## src/rtl/xlate_pkg.sv

```systemverilog
package xlate_pkg;

  typedef enum logic [2:0] {
    ST_IDLE,
    ST_LOOK,
    ST_RD1,
    ST_RD2,
    ST_WB,
    ST_RESP
  } xlState_e;

  typedef enum logic [1:0] {
    SEL_L1,
    SEL_L2,
    SEL_WB
  } memSel_e;

  // strobes from control to datapath
  typedef struct packed {
    logic    latchReq;
    logic    latchHit;
    logic    touch;
    logic    saveL1;
    logic    install;
    logic    setFault;
    memSel_e memSel;
  } xlStrobe_t;

  // status from datapath to control
  typedef struct packed {
    logic hit;
    logic needTouch;
  } xlStatus_t;

endpackage

```

## src/rtl/xlate_ctrl.sv

```systemverilog
module xlate_ctrl
  import xlate_pkg::*;
(
  input  logic      clk,
  input  logic      rstN,
  input  logic      reqValid,
  output logic      reqReady,
  output logic      rspValid,
  output logic      memRd,
  output logic      memWr,
  input  logic      memAck,
  input  logic      pteValid,
  input  xlStatus_t stat,
  output xlStrobe_t strobe
);

  xlState_e state, nextState;

  always_ff @(posedge clk) begin
    if (!rstN) state <= ST_IDLE;
    else       state <= nextState;
  end

  always_comb begin
    strobe        = '0;
    strobe.memSel = SEL_L1;
    nextState     = state;
    reqReady      = (state == ST_IDLE);
    rspValid      = (state == ST_RESP);
    memRd         = (state == ST_RD1) || (state == ST_RD2);
    memWr         = (state == ST_WB);
    case (state)
      ST_IDLE: begin
        if (reqValid) begin
          strobe.latchReq = 1'b1;
          nextState       = ST_LOOK;
        end
      end
      ST_LOOK: begin
        if (stat.hit) begin
          strobe.latchHit = 1'b1;
          if (stat.needTouch) begin
            strobe.touch = 1'b1;
            nextState    = ST_WB;
          end else begin
            nextState = ST_RESP;
          end
        end else begin
          nextState = ST_RD1;
        end
      end
      ST_RD1: begin
        strobe.memSel = SEL_L1;
        if (memAck) begin
          if (pteValid) begin
            strobe.saveL1 = 1'b1;
            nextState     = ST_RD2;
          end else begin
            strobe.setFault = 1'b1;
            nextState       = ST_RESP;
          end
        end
      end
      ST_RD2: begin
        strobe.memSel = SEL_L2;
        if (memAck) begin
          if (pteValid) begin
            strobe.install = 1'b1;
            nextState      = ST_LOOK;
          end else begin
            strobe.setFault = 1'b1;
            nextState       = ST_RESP;
          end
        end
      end
      ST_WB: begin
        strobe.memSel = SEL_WB;
        if (memAck) nextState = ST_RESP;
      end
      ST_RESP:  nextState = ST_IDLE;
      default:  nextState = ST_IDLE;
    endcase
  end


  rsp_pulse_chk: assert property (@(posedge clk) disable iff (!rstN)
    rspValid |=> !rspValid);


  busy_after_accept_chk: assert property (@(posedge clk) disable iff (!rstN)
    (reqValid && reqReady) |=> !reqReady);

endmodule

```

## src/rtl/xlate_path.sv

```systemverilog
module xlate_path
  import xlate_pkg::*;
#(
  parameter int PAGE_BITS = 12,
  parameter int TLB_DEPTH = 8,
  localparam int ADDR_W   = 3 * PAGE_BITS - 4
)(
  input  logic              clk,
  input  logic              rstN,
  input  logic              flush,
  input  logic [ADDR_W-1:0] ptBase,
  input  logic [ADDR_W-1:0] reqVaddr,
  input  logic              reqWrite,
  input  logic [ADDR_W-1:0] memRdata,
  input  xlStrobe_t         strobe,
  output xlStatus_t         stat,
  output logic [ADDR_W-1:0] memAddr,
  output logic [ADDR_W-1:0] memWdata,
  output logic [ADDR_W-1:0] rspAddr,
  output logic              rspFault
);

  localparam int IDX_BITS = PAGE_BITS - 2;
  localparam int VPN_W    = ADDR_W - PAGE_BITS;
  localparam int PTR_W    = (TLB_DEPTH > 1) ? $clog2(TLB_DEPTH) : 1;

  logic [ADDR_W-1:0] vaddrQ;
  logic              writeQ;
  logic [VPN_W-1:0]  l1FrameQ;
  logic [ADDR_W-1:0] wbAddrQ, wbDataQ;
  logic [PTR_W-1:0]  rrPtr;

  logic [TLB_DEPTH-1:0] entValid, entRef, entDirty;
  logic [VPN_W-1:0]     entVpn [TLB_DEPTH];
  logic [VPN_W-1:0]     entPfn [TLB_DEPTH];
  logic [ADDR_W-1:0]    entPte [TLB_DEPTH];

  logic [VPN_W-1:0]     vpn;
  logic [IDX_BITS-1:0]  vpnHi, vpnLo;
  logic [TLB_DEPTH-1:0] matchVec;
  logic [VPN_W-1:0]     hitPfn;
  logic [ADDR_W-1:0]    hitPte;
  logic                 hitRef, hitDirty;
  logic [ADDR_W-1:0]    l1Addr, l2Addr;
  logic                 unusedPteBits;

  assign vpn   = vaddrQ[ADDR_W-1:PAGE_BITS];
  assign vpnHi = vaddrQ[ADDR_W-1 -: IDX_BITS];
  assign vpnLo = vaddrQ[PAGE_BITS +: IDX_BITS];
  assign unusedPteBits = ^memRdata[PAGE_BITS-1:3];

  // content-addressed search
  for (genvar g = 0; g < TLB_DEPTH; g++) begin : gMatch
    assign matchVec[g] = entValid[g] && (entVpn[g] == vpn);
  end

  always_comb begin
    hitPfn   = '0;
    hitPte   = '0;
    hitRef   = 1'b0;
    hitDirty = 1'b0;
    for (int i = 0; i < TLB_DEPTH; i++) begin
      hitPfn   = hitPfn | (entPfn[i] & {VPN_W{matchVec[i]}});
      hitPte   = hitPte | (entPte[i] & {ADDR_W{matchVec[i]}});
      hitRef   = hitRef | (entRef[i] & matchVec[i]);
      hitDirty = hitDirty | (entDirty[i] & matchVec[i]);
    end
  end

  assign stat.hit       = |matchVec;
  assign stat.needTouch = !hitRef || (writeQ && !hitDirty);

  // walk addresses
  assign l1Addr = ptBase + ADDR_W'({vpnHi, 2'b00});
  assign l2Addr = {l1FrameQ, vpnLo, 2'b00};

  always_comb begin
    case (strobe.memSel)
      SEL_L2:  memAddr = l2Addr;
      SEL_WB:  memAddr = wbAddrQ;
      default: memAddr = l1Addr;
    endcase
  end
  assign memWdata = wbDataQ;

  // request, walk and response registers
  always_ff @(posedge clk) begin
    if (!rstN) begin
      vaddrQ   <= '0;
      writeQ   <= 1'b0;
      l1FrameQ <= '0;
      wbAddrQ  <= '0;
      wbDataQ  <= '0;
      rspAddr  <= '0;
      rspFault <= 1'b0;
    end else begin
      if (strobe.latchReq) begin
        vaddrQ   <= reqVaddr;
        writeQ   <= reqWrite;
        rspFault <= 1'b0;
      end
      if (strobe.saveL1) l1FrameQ <= memRdata[ADDR_W-1:PAGE_BITS];
      if (strobe.latchHit) begin
        wbAddrQ  <= hitPte;
        wbDataQ  <= {hitPfn, {(PAGE_BITS-3){1'b0}}, hitDirty | writeQ, 1'b1, 1'b1};
        rspAddr  <= {hitPfn, vaddrQ[PAGE_BITS-1:0]};
        rspFault <= 1'b0;
      end
      if (strobe.setFault) begin
        rspAddr  <= vaddrQ;
        rspFault <= 1'b1;
      end
    end
  end

  // buffer flags and replacement pointer
  always_ff @(posedge clk) begin
    if (!rstN) begin
      entValid <= '0;
      entRef   <= '0;
      entDirty <= '0;
      rrPtr    <= '0;
    end else begin
      if (flush) entValid <= '0;
      for (int i = 0; i < TLB_DEPTH; i++) begin
        if (strobe.touch && matchVec[i]) begin
          entRef[i]   <= 1'b1;
          entDirty[i] <= entDirty[i] | writeQ;
        end
      end
      if (strobe.install) begin
        entValid[rrPtr] <= 1'b1;
        entRef[rrPtr]   <= memRdata[1];
        entDirty[rrPtr] <= memRdata[2];
        rrPtr <= (rrPtr == PTR_W'(TLB_DEPTH - 1)) ? '0 : rrPtr + 1'b1;
      end
    end
  end

  // buffer payload
  always_ff @(posedge clk) begin
    if (strobe.install) begin
      entVpn[rrPtr] <= vpn;
      entPfn[rrPtr] <= memRdata[ADDR_W-1:PAGE_BITS];
      entPte[rrPtr] <= l2Addr;
    end
  end


  tlb_unique_chk: assert property (@(posedge clk) disable iff (!rstN)
    $onehot0(matchVec));


  flush_empty_chk: assert property (@(posedge clk) disable iff (!rstN)
    (flush && !strobe.install) |=> (entValid == '0));


  install_hit_chk: assert property (@(posedge clk) disable iff (!rstN)
    strobe.install |=> stat.hit);

endmodule

```

## src/rtl/addr_xlate.sv

```systemverilog
module addr_xlate
  import xlate_pkg::*;
#(
  parameter int PAGE_BITS = 12,
  parameter int TLB_DEPTH = 8,
  localparam int ADDR_W   = 3 * PAGE_BITS - 4
)(
  input  logic              clk,
  input  logic              rstN,
  input  logic              flush,
  input  logic [ADDR_W-1:0] ptBase,
  input  logic              reqValid,
  output logic              reqReady,
  input  logic [ADDR_W-1:0] reqVaddr,
  input  logic              reqWrite,
  output logic              rspValid,
  output logic              rspFault,
  output logic [ADDR_W-1:0] rspAddr,
  output logic              memRd,
  output logic              memWr,
  output logic [ADDR_W-1:0] memAddr,
  output logic [ADDR_W-1:0] memWdata,
  input  logic              memAck,
  input  logic [ADDR_W-1:0] memRdata
);

  xlStrobe_t strobe;
  xlStatus_t stat;

  xlate_ctrl u_ctrl (
    .clk      (clk),
    .rstN     (rstN),
    .reqValid (reqValid),
    .reqReady (reqReady),
    .rspValid (rspValid),
    .memRd    (memRd),
    .memWr    (memWr),
    .memAck   (memAck),
    .pteValid (memRdata[0]),
    .stat     (stat),
    .strobe   (strobe)
  );

  xlate_path #(
    .PAGE_BITS (PAGE_BITS),
    .TLB_DEPTH (TLB_DEPTH)
  ) u_path (
    .clk      (clk),
    .rstN     (rstN),
    .flush    (flush),
    .ptBase   (ptBase),
    .reqVaddr (reqVaddr),
    .reqWrite (reqWrite),
    .memRdata (memRdata),
    .strobe   (strobe),
    .stat     (stat),
    .memAddr  (memAddr),
    .memWdata (memWdata),
    .rspAddr  (rspAddr),
    .rspFault (rspFault)
  );

  // request address seen at acceptance, kept for the response checks
  logic [ADDR_W-1:0] acceptedVa;
  always_ff @(posedge clk) begin
    if (!rstN)                     acceptedVa <= '0;
    else if (reqValid && reqReady) acceptedVa <= reqVaddr;
  end


  offset_keep_chk: assert property (@(posedge clk) disable iff (!rstN)
    (rspValid && !rspFault) |-> (rspAddr[PAGE_BITS-1:0] == acceptedVa[PAGE_BITS-1:0]));


  fault_addr_chk: assert property (@(posedge clk) disable iff (!rstN)
    (rspValid && rspFault) |-> (rspAddr == acceptedVa));


  mem_hold_chk: assert property (@(posedge clk) disable iff (!rstN)
    ((memRd || memWr) && !memAck) |=> ((memRd || memWr) && $stable(memAddr)));

endmodule

```

## config.mk

```make
export PLATFORM = sky130hd
export DESIGN_NAME = addr_xlate
export DESIGN_NICKNAME = d
export VERILOG_FILES = /design/src/rtl/xlate_pkg.sv /design/src/rtl/xlate_ctrl.sv /design/src/rtl/xlate_path.sv /design/src/rtl/addr_xlate.sv
export SDC_FILE = /design/constraint.sdc
export NUM_CORES = 1
export LEC_CHECK = 0
export BUFFER_PORTS_ARGS = -buffer_cell sky130_fd_sc_hd__buf_2
export CORE_ASPECT_RATIO = 1.25
export CORE_MARGIN = 8
export CORE_UTILIZATION = 35
export DETAILED_ROUTE_END_ITERATION = 12
export SETUP_SLACK_MARGIN = 0.3
export SYNTH_ARGS = -nofsm -noshare
export SYNTH_HDL_FRONTEND = slang
export SYNTH_SLANG_ARGS = --single-unit
export TNS_END_PERCENT = 30
```

## constraint.sdc

```tcl
create_clock -name clk -period 9.4 [get_ports clk]
set_clock_uncertainty 0.1 [all_clocks]
set_input_delay 0.94 -clock clk [delete_from_list [all_inputs] [get_ports clk]]
set_output_delay 0.94 -clock clk [all_outputs]
set_load 0.05 [all_outputs]
```

==> metrics.md <==
| Metric | Value |
|---|---|
| Max transition margin | `0.115` |
| Residual DRC count | `0` |
| Flop pwr share | `0.503` |
| Crit Path Class | `reg -> out` |
| Die Wd | `264 um` |
| Total power | `6.17 mW` |
| Post-Synthesis Cells | `2,005` |
| Hold Path Cell Cnt | `2` |
| Largest net degree at the start of global routing | `88` |
| Worst r2r src | `u_path.vaddrQ[17]` |
| Critical path arrival | `4290 ps` |
| Switching power | `1.53 mW` |
| P_leak | `10.2 nW` |
| Sink Count | `648` |
| Multiplexer share of the synthesized area | `0.00485` |
| Worst-Skew Late Latency | `620 ps` |
| Gate power share | `0.079` |
| Setup TNS | `0 ps` |
| Worst reg2reg endpoint | `u_ctrl.state[0]` |
| Filler cell count | `6,972` |
| Congestion Overflow GR | `0` |
| Mean post-synth cell area | `13.4 um^2` |
| H-tree depth | `3` |
| Maxcap violations | `0` |
| Deepest clock path buffer count | `3` |
| Top_reg_cell synth | `edfxtp_1` |
| Overall routing resource usage | `0.195` |
| Initial Util | `0.354` |
| CTS Buf Count | `66` |
| Critical path peak fanout | `20` |
| Root Buffer | `clkbuf_16` |
| Routed WL | `87.0 mm` |
| Fin worst setup slack | `4070 ps` |
| Hold path endpoint | `u_path.vaddrQ[10]` |
| DRT iter0 DRCs | `1,679` |
| Crit. End Element | `output pin` |
| Setup crit start kind | `flip-flop` |
| Post-CTS sizing | `0` |
| Vias per inst | `5.70` |
| R2R setup slack | `4680 ps` |
| Ports | `203` |
| Final cycle utilization of the critical path | `0.567` |
| RSZ-0062 raised after global routing | `no` |
| Slew Limit Fails | `0` |
| Post-Synth Adder-Cell Area | `0.00634` |
| Mapped Area | `0.0269 mm^2` |
| Run status | `complete, no violations` |
| Area fraction in compound gates after synthesis | `0.138` |
| Cell row count | `113` |
| Multi-input gate area | `0.00837 mm^2` |
| Drt first pass iters | `6` |
| Port Buffers | `184` |
| Final setup fails | `0` |
| Largest family of logic cells by synthesized area | `compound AO/OA/AOI/OAI gates` |
| Power share of the clock group | `0.418` |
| Cell Int Power | `4.64 mW` |
| Post-synthesis xor/xnor area fraction | `0.0626` |
| RePlAce Congestion | `0.904` |
| Fmax achieved | `188 MHz` |
| Sequential fraction of the synthesis area | `0.662` |
| Ys async rst share | `0` |
| Worst Path Required | `8360 ps` |
| Synth warn | `0` |
| Antenna-violating nets left | `0` |
| Die Ht | `326 um` |
| Post-synth EDFFs | `480` |
| Die area | `0.0859 mm^2` |
| Synth Area in Simple Gates | `0.0971` |
| Final nets | `2,283` |
| Library cells used by synthesis | `65` |
| Hold WC Path Type | `reg -> reg` |
| Layout area overhead | `14.8%` |
| Placed cell count | `3,077` |
| Period minus WS final | `5330 ps` |
| Hold_sp | `u_path.vaddrQ[10]` |
| First-pass GRT wire length | `126 mm` |
| Yosys reg bits | `648` |
| Pwr dens | `200 mW/mm^2` |
| Vias | `18,247` |
| TritonCTS clock tree | `built` |
| R2R depth | `9` |
| Vias in the first global route | `18,323` |
| Core footprint | `0.0759 mm^2` |
| Setup slack after placement | `4420 ps` |
| Proportion of layout cells with a drive suffix above 1 | `0.165` |
| Worst-Margin Slew | `1330 ps` |
| Final Util | `0.406` |
| Post-Layout Cell Count | `3,199` |
| Routed WL per cell | `27.2 um` |
| Area occupied by registers | `0.0178 mm^2` |
| Post-CTS Setup Inserts | `0` |
| Switching share of power | `0.248` |
| Hold Vio Cnt, Final | `0` |
| Worst-path clk slew | `60 ps` |
| VDD IR max | `0.000130 V` |
| HPWL after DPL | `54.3 mm` |
| Initial antenna violation count | `2` |
| CTS Hold Buffers Added | `0` |
==> sequential cells by signal, indices dropped and copies added (netlist names) <==
| name | count |
|---|---|
| u_ctrl.state | 3 |
| u_path.entDirty | 8 |
| u_path.entPfn | 160 |
| u_path.entPte | 160 |
| u_path.entRef | 8 |
| u_path.entValid | 8 |
| u_path.entVpn | 160 |
| u_path.l1FrameQ | 20 |
| u_path.memWdata | 22 |
| u_path.rrPtr | 3 |
| u_path.rspAddr | 32 |
| u_path.rspFault | 1 |
| u_path.vaddrQ | 32 |
| u_path.wbAddrQ | 30 |
| u_path.writeQ | 1 |
==> placed cells by master, fill, tap and decap left out, drive strengths merged, types with 21 or more instances in the layout <==
cell	Yosys	layout
edfxtp	480	480
buf	56	227
dfxtp	168	168
xnor2	154	154
a22oi	134	134
nand2	132	132
nand4	89	89
clkbuf	84	87
a21oi	82	82
and2	73	73
nor2	53	53
a22o	50	50
a221oi	50	50
o21ai	50	50
nand3	37	37
xor2	37	37
clkinv	0	28
o211a	27	27
a31oi	25	25
o21a	23	23
inv	20	22
o31a	21	21
nor4	21	21
==> cells by family after synthesis <==
group           Yosys count
other cells               1
fa+ha+maj                13
simple gates            481
compound gates          498
flops                   648
buf+inv                 160
mux                      13
xor+xnor                191
==> layout make-up <==
| class | count | area share |
|---|---|---|
| repair buffers | 227 | 0.0404 |
| well taps | 977 | 0.0396 |
| clock buffers | 87 | 0.0581 |
| flip-flops and latches | 648 | 0.576 |
| multi-input cells | 1205 | 0.272 |
| clock inverters | 33 | 0.0113 |
| inverters | 20 | 0.00243 |
| diodes | 2 | 0.000162 |
==> critical path, stage by stage, from the launching register on <==
cell	delay (ps)
dfxtp_1	300
buf_4	350
ha_1	250
inv_1	60
fa_1	390
nor2b_1	130
o21ai_0	130
a21boi_0	280
o21a_1	220
o211ai_1	110
buf_4	210
a2111oi_0	540
xnor2_1	140
o21ai_0	200
buf_2	300
==> cells in the mapped netlist (3+ instances only) <==
cell | count | area share
a2111oi_0 | 3 | 0.00098
ha_1 | 12 | 0.0056
nor4b_1 | 3 | 0.00098
mux2i_1 | 13 | 0.0048
and4_1 | 9 | 0.0029
or2_2 | 3 | 0.00070
o211a_1 | 27 | 0.010
o21a_1 | 23 | 0.0064
nand4_1 | 89 | 0.021
a31o_1 | 3 | 0.00098
and3_1 | 8 | 0.0019
buf_6 | 8 | 0.0034
nor3b_1 | 4 | 0.0011
a22oi_1 | 134 | 0.037
a31oi_1 | 17 | 0.0040
buf_1 | 4 | 0.00056
buf_4 | 23 | 0.0064
and2_1 | 59 | 0.014
or4_4 | 4 | 0.0017
nor3_1 | 8 | 0.0015
nand3_1 | 37 | 0.0069
and4bb_2 | 5 | 0.0023
a311oi_1 | 8 | 0.0026
dfxtp_1 | 168 | 0.13
a22o_1 | 50 | 0.016
nand2_1 | 132 | 0.018
a21oi_1 | 82 | 0.015
clkbuf_1 | 84 | 0.012
nor4_1 | 19 | 0.0044
xor2_1 | 37 | 0.012
nand2b_1 | 12 | 0.0028
xnor2_1 | 153 | 0.050
a21o_1 | 3 | 0.00084
o31a_1 | 21 | 0.0068
inv_1 | 19 | 0.0027
nor2_1 | 53 | 0.0074
a221oi_1 | 50 | 0.016
a32oi_1 | 4 | 0.0013
o21ai_0 | 48 | 0.0089
buf_2 | 21 | 0.0039
nor2b_1 | 18 | 0.0042
edfxtp_1 | 480 | 0.54
a31oi_2 | 8 | 0.0037
and2_0 | 14 | 0.0033
==> per-stage QoR <==
stage	instance area, um^2	hold WS, ps
floorplan	26900	336
global placement	28700	342
detailed placement	28700	349
CTS	30800	357
global route	30800	364
finish	30800	355
==> how the worst max path moves through the flow <==
stage | start | to | cells after the start
final | u_path.vaddrQ[22] | memAddr[26] | 14
after global routing | u_path.vaddrQ[22] | memAddr[26] | 14
after CTS | u_path.vaddrQ[22] | memAddr[26] | 14
after detailed placement | ptBase[2] | memAddr[26] | 14
after global placement | ptBase[2] | memAddr[26] | 14
after floorplan | ptBase[2] | memAddr[28] | 12
==> power groups by stage <==
stage          logic, mW  clock network, mW  registers [mW]
6_report           0.485               2.58            3.11
5_1_grt            0.517               2.74            3.11
4_1_cts            0.487               2.63            3.11
3_5_place_dp       0.485                  0            3.17
3_3_place_gp       0.481                  0            3.17
2_1_floorplan      0.304                  0            3.17
==> metal layers <==
layer	wire (um)	vias to the layer above	share of wire	track usage
met5	0	-	0	0
met4	3860	0	0.044	0.0882
met3	5880	149	0.068	0.0322
met2	41900	784	0.48	0.325
met1	35400	9303	0.41	0.246
li1	-	8011	-	-
Power figures use the tool's default switching activity.
